--- src/rtl/gpio_pkg.sv ---
// Package: shared widths and register offsets of the GPIO port.
// Assumes a byte-addressed bus with word-aligned offsets.
package gpio_pkg;
    localparam int HALF_W = 16;
    localparam int PINS   = 2 * HALF_W;
    localparam int ADDR_W = 5;

    localparam logic [ADDR_W-1:0] OFS_DIR_SET = 5'h00;
    localparam logic [ADDR_W-1:0] OFS_DIR_CLR = 5'h04;
    localparam logic [ADDR_W-1:0] OFS_OUT_LO  = 5'h08;
    localparam logic [ADDR_W-1:0] OFS_OUT_HI  = 5'h0C;
    localparam logic [ADDR_W-1:0] OFS_PIN_IN  = 5'h10;

    typedef enum logic [2:0] {
        SEL_NONE, SEL_DSET, SEL_DCLR, SEL_OLO, SEL_OHI, SEL_PIN
    } reg_sel_e;

    // Decode a byte offset into a register select.
    function automatic reg_sel_e decode(input logic [ADDR_W-1:0] a);
        case (a)
            OFS_DIR_SET: return SEL_DSET;
            OFS_DIR_CLR: return SEL_DCLR;
            OFS_OUT_LO:  return SEL_OLO;
            OFS_OUT_HI:  return SEL_OHI;
            OFS_PIN_IN:  return SEL_PIN;
            default:     return SEL_NONE;
        endcase
    endfunction
endpackage

--- src/rtl/gpio_dir_reg.sv ---
// Module: direction vector with separate set and clear strobes.
// Assumes set and clear are never asserted in the same cycle (one bus write per cycle).
module gpio_dir_reg #(
    parameter int W = 32
) (
    input  logic         clk,
    input  logic         rst_n,
    input  logic         set_en,
    input  logic         clr_en,
    input  logic [W-1:0] bits,
    output logic [W-1:0] dir
);
    // Update the direction: set ones, clear ones, keep the rest.
    always_ff @(posedge clk) begin
        if (!rst_n)      dir <= '0;
        else if (set_en) dir <= dir | bits;
        else if (clr_en) dir <= dir & ~bits;
    end


    dir_set_chk: assert property (@(posedge clk) disable iff (!rst_n)
        set_en |=> (((dir & $past(bits)) == $past(bits)) &&
                    ((dir & ~$past(bits)) == ($past(dir) & ~$past(bits)))));


    dir_clr_chk: assert property (@(posedge clk) disable iff (!rst_n)
        clr_en |=> (((dir & $past(bits)) == '0) &&
                    ((dir & ~$past(bits)) == ($past(dir) & ~$past(bits)))));
endmodule

--- src/rtl/gpio_out_half.sv ---
// Module: one half-word output-data latch updated through a bit mask.
// Assumes mask and val arrive together in one write; the latch ignores direction.
module gpio_out_half #(
    parameter int W = 16
) (
    input  logic         clk,
    input  logic         rst_n,
    input  logic         wr,
    input  logic [W-1:0] mask,
    input  logic [W-1:0] val,
    output logic [W-1:0] q
);
    // Load the masked bits, keep the unmasked ones.
    always_ff @(posedge clk) begin
        if (!rst_n)  q <= '0;
        else if (wr) q <= (q & ~mask) | (val & mask);
    end


    out_unmasked_chk: assert property (@(posedge clk) disable iff (!rst_n)
        wr |=> ((q ^ $past(q)) & ~$past(mask)) == '0);


    out_idle_chk: assert property (@(posedge clk) disable iff (!rst_n)
        !wr |=> $stable(q));
endmodule

--- src/rtl/gpio_in_sync.sv ---
// Module: two-flop synchronizer for the pad input vector.
// Assumes each pad bit is independent; no bus coherence across bits.
module gpio_in_sync #(
    parameter int W = 32
) (
    input  logic         clk,
    input  logic         rst_n,
    input  logic [W-1:0] d,
    output logic [W-1:0] q
);
    logic [W-1:0] meta;

    // Shift the pad levels through two stages.
    always_ff @(posedge clk) begin
        if (!rst_n) begin
            meta <= '0;
            q    <= '0;
        end else begin
            meta <= d;
            q    <= meta;
        end
    end


    sync_depth_chk: assert property (@(posedge clk) disable iff (!rst_n)
        $past(rst_n) |-> q == $past(meta));
endmodule

--- src/rtl/gpio_mask_port.sv ---
// Module: 32-pin GPIO port top: register decode, direction, output halves, input sync.
// Assumes single-cycle strobes and at most one access per cycle.
module gpio_mask_port
    import gpio_pkg::*;
(
    input  logic              clk,
    input  logic              rst_n,
    input  logic              wr_en,
    input  logic              rd_en,
    input  logic [ADDR_W-1:0] addr,
    input  logic [PINS-1:0]   wdata,
    output logic [PINS-1:0]   rdata,
    input  logic [PINS-1:0]   pad_in,
    output logic [PINS-1:0]   pad_oe,
    output logic [PINS-1:0]   pad_out
);
    reg_sel_e           sel;
    logic [HALF_W-1:0]  half_q [2];
    logic [1:0]         half_wr;
    logic [PINS-1:0]    pin_lvl;
    logic [PINS-1:0]    rd_mux;

    // Decode the current offset.
    always_comb sel = decode(addr);

    gpio_dir_reg #(.W(PINS)) dir_i (
        .clk    (clk),
        .rst_n  (rst_n),
        .set_en (wr_en && sel == SEL_DSET),
        .clr_en (wr_en && sel == SEL_DCLR),
        .bits   (wdata),
        .dir    (pad_oe)
    );

    // Select which output half a write targets.
    always_comb begin
        half_wr[0] = wr_en && sel == SEL_OLO;
        half_wr[1] = wr_en && sel == SEL_OHI;
    end

    for (genvar h = 0; h < 2; h++) begin : g_half
        gpio_out_half #(.W(HALF_W)) half_i (
            .clk   (clk),
            .rst_n (rst_n),
            .wr    (half_wr[h]),
            .mask  (wdata[PINS-1:HALF_W]),
            .val   (wdata[HALF_W-1:0]),
            .q     (half_q[h])
        );
        assign pad_out[h*HALF_W +: HALF_W] = half_q[h];
    end

    gpio_in_sync #(.W(PINS)) sync_i (
        .clk   (clk),
        .rst_n (rst_n),
        .d     (pad_in),
        .q     (pin_lvl)
    );

    // Pick the read value for the current offset.
    always_comb begin
        unique case (sel)
            SEL_DSET, SEL_DCLR: rd_mux = pad_oe;
            SEL_OLO:            rd_mux = {{HALF_W{1'b0}}, half_q[0]};
            SEL_OHI:            rd_mux = {{HALF_W{1'b0}}, half_q[1]};
            SEL_PIN:            rd_mux = pin_lvl;
            default:            rd_mux = '0;
        endcase
    end

    // Register read data on the read strobe.
    always_ff @(posedge clk) begin
        if (!rst_n)     rdata <= '0;
        else if (rd_en) rdata <= rd_mux;
    end


    unmapped_wr_chk: assert property (@(posedge clk) disable iff (!rst_n)
        (wr_en && (sel == SEL_NONE || sel == SEL_PIN)) |=>
            ($stable(pad_oe) && $stable(pad_out)));


    rd_hold_chk: assert property (@(posedge clk) disable iff (!rst_n)
        (!rd_en && $past(rst_n)) |=> $stable(rdata));
endmodule

--- config.mk ---
export PLATFORM = sky130hd
export DESIGN_NAME = gpio_mask_port
export DESIGN_NICKNAME = d
export VERILOG_FILES = /design/src/rtl/gpio_pkg.sv /design/src/rtl/gpio_dir_reg.sv /design/src/rtl/gpio_out_half.sv /design/src/rtl/gpio_in_sync.sv /design/src/rtl/gpio_mask_port.sv
export SDC_FILE = /design/constraint.sdc
export NUM_CORES = 1
export LEC_CHECK = 0
export BUFFER_PORTS_ARGS = -buffer_cell sky130_fd_sc_hd__buf_4
export CORE_MARGIN = 1
export CORE_UTILIZATION = 54
export CTS_BUF_LIST = sky130_fd_sc_hd__clkbuf_8
export CTS_CLUSTER_DIAMETER = 50
export DETAILED_ROUTE_END_ITERATION = 8
export PLACE_DENSITY = 0.78
export SLEW_MARGIN = 20
export SYNTH_ARGS = -nofsm -noshare
export SYNTH_HDL_FRONTEND = slang
export SYNTH_SLANG_ARGS = --single-unit
--- constraint.sdc ---
create_clock -name clk -period 2.6 [get_ports clk]
set_input_delay 0.65 -clock clk [delete_from_list [all_inputs] [get_ports clk]]
set_output_delay 0.65 -clock clk [all_outputs]
set_load 0.03 [all_outputs]
==> impl_metrics.py <==
metrics = {
    "run_status": {
        "status": "finished, final reports clean",
    },
    "cells_and_area": {
        "num_antenna_cells": 0,
        "nets": 878,
        "fill_cells": 883,
        "drive_gt1_frac": 0.285,
        "syn_to_final_growth_pct": 27.8,
    },
    "timing": {
        "maxSlewHeadroom": 0.482,
        "period_needed_ns": 1.86,
        "worstMarginPinSlew_ns": 0.778,
        "max_freq_mhz": 538,
        "setup_viol": 0,
        "setup_tns_ns": 0,
        "timing_hold_violations_final": 0,
        "whs_ns": 0.401,
        "fin_crit_sh": 0.714,
        "drv_slew": 0,
        "rsz0062_at_grt": "false",
        "clock_skew_ns": 0.00843,
    },
    "worst_setup_path": {
        "cp.required_ns": 2.91,
        "slowest_delay_ns": 0.56,
        "cp.arrival_ns": 2.17,
        "timing.critical_path.mode_cell": "buf_4",
        "critPathMaxFanout": 32,
        "endpoint_kind": "flip-flop",
        "start_kind": "primary input",
        "cp_cell_sequence": "buf_4, or4b_1, buf_4, o311ai_0, o41ai_1",
        "critPathSlowestCell": "or4b_1",
        "critPathKind": "in -> reg",
        "r2r_slack_ns": 1.56,
    },
    "route": {
        "post_drt_wl_per_cell_um": 18.1,
        "wl_um": 17400,
        "drc": 0,
        "ant_nets": 0,
        "vias": 5633,
        "drt_iter0_markers": 488,
        "vias_per_cell": 5.86,
        "drt_first_pass_iters": 5,
    },
    "synth": {
        "yosys.area_share.xor_xnor": 0,
        "synth_cells": 665,
        "synth_seq_cells": 160,
        "synthMuxAreaShare": 0.0796,
        "ys_warn_count": 0,
        "synth_top_family_by_area": "simple AND/OR/NAND/NOR gates",
        "synth_area_sq_mm": 0.00628,
        "yosys.area_share.simple": 0.206,
        "synth_area_per_cell_sq_um": 9.45,
        "synth_cell_types": 28,
        "ys_seq_area_frac": 0.510,
        "synth_area_leaders": "dfxtp_1, and2_1, nand2_1, mux2i_1, a311oi_1",
        "synth_compound_area_frac": 0.163,
        "yosysTopAreaCell": "dfxtp_1",
        "yosysTopAreaCellShare": 0.510,
        "syn_nets": 738,
        "synth_fa_ha_area_frac": 0,
    },
    "floorplan": {
        "fp.coreArea_sq_mm": 0.0114,
        "die_x_um": 110,
        "initial_core_util": 0.553,
        "io_pins": 169,
        "dieHeight_um": 110,
        "die_area_sq_mm": 0.0121,
        "std_cell_rows": 39,
    },
    "pwr": {
        "peakVddDrop_mv": 0.550,
        "p_seq_frac": 0.520,
        "p_int_uw": 3730,
        "p_leak_uw": 0.00337,
        "power_density_mw_per_mm2": 603,
        "comb_power_share": 0.075,
        "power_frac_clock": 0.405,
        "sw_frac_of_total": 0.230,
        "p_switching_uw": 1110,
    },
    "grt": {
        "grt_max_degree": 81,
        "grt_pass1_wl_um": 26200,
        "grt_overflow_total": 0,
        "grt_pass1_vias": 5086,
        "globalRouteTotalUtil": 0.288,
        "antenna_found_initial": 0,
    },
    "cts": {
        "postCtsSetupRepairBufs": 0,
        "clk-insertion-delay-late_ns": 0.45,
        "h-tree-depth": 4,
        "ctsResizeCount": 0,
        "clk_pin_slew_worst_paths_ns": 0.08,
        "cts_tree": "yes",
        "cts_sinks": 160,
        "cts_root_buf": "clkbuf_8",
        "ctsLongestPathBuffers": 2,
        "cts_buffers": 17,
        "cts_hold_buffers": 0,
    },
    "placed_design": {
        "place_congestion": 0.823,
        "place_hpwl_um": 12000,
        "io_buffers": 168,
    },
    "hold_path": {
        "min_path_type": "in -> reg",
    },
    "run": {
        "cap_violations": 0,
    },
}
[metrics by stage]
stage,setup WS [ns],utilization,instance area [sq um],total power (uW),std cells
after floorplan,0.532,-,6280,2770,665
after global placement,0.344,0.668,7600,2920,929
after detailed placement,0.303,0.668,7600,2930,929
after CTS,0.788,0.706,8030,4860,961
after global routing,0.692,0.706,8030,5000,961
final,0.742,0.706,8030,4840,961
[critical path: cells and delay by family]
kind	cells	cell delay, ns
and+or+nand+nor	1	0.56
AOI/OAI and AO/OA	2	0.54
buffers and inverters	2	0.41
[layout make-up]
type,instances,area [sq um],share of cell area
multi-input combinational,443,2840,0.353
clock inverter,13,169,0.0210
timing repair buffer,182,1380,0.172
clock buffer,19,262,0.0326
sequential,160,3200,0.399
inverter,1,3.75,0.000467
tap,143,179,0.0223
[synth_stat cells]
cell type / instances
nor4b_2: 1
buf_1: 1
a21oi_1: 48
mux2i_1: 32
nor4_1: 1
clkbuf_1: 51
and2_1: 80
dfxtp_1: 160
nor2_1: 2
mux2_2: 16
nor2b_1: 17
o21ai_1: 1
inv_1: 1
buf_6: 3
nand3_1: 48
a311oi_1: 32
o21ai_0: 16
or4b_1: 1
o41ai_1: 16
nand2b_1: 1
o311ai_1: 14
buf_2: 6
nand4_1: 1
o311ai_0: 2
nor3b_2: 1
nor4_4: 1
nand2_1: 96
a32oi_1: 16
[power by group through the flow]
stage | Sequential (uW) | Clock (uW) | Combinational (uW)
floorplan | 2580 | 0 | 182
global placement | 2580 | 0 | 349
detailed placement | 2580 | 0 | 357
CTS | 2520 | 1980 | 359
global route | 2520 | 2080 | 393
finish | 2520 | 1960 | 364
[placed cells by master (no fill, tap or decap), drive strengths merged, types with 17 or more instances in the layout]
| cell | n |
|---|---|
| a21oi | 48 |
| a311oi | 32 |
| dfxtp | 160 |
| nand2 | 96 |
| o21ai | 17 |
| nand3 | 48 |
| and2 | 80 |
| mux2i | 32 |
| buf | 182 |
| nor2b | 17 |
| clkbuf | 19 |
[worst paths after layout]
kind | start | end | cells after the start
max | addr[4] | flip-flop | 5
min | pad_in[16] | sync_i.meta[16] | 2
max reg2reg | flip-flop | rdata[4] | 3
min reg2reg | sync_i.meta[25] | sync_i.q[25] | 1
[cell families after synthesis]
group                  Yosys count
AOI/OAI and AO/OA              145
muxes                           48
DFF                            160
buffers and inverters           62
and+or+nand+nor                250
[layer usage]
layer	wire length, um	GRT usage
met1	7490	0.387
met2	8170	0.447
met3	1500	0.0794
met4	220	0.0924
met5	0	0
(Power assumes the default switching activity.)
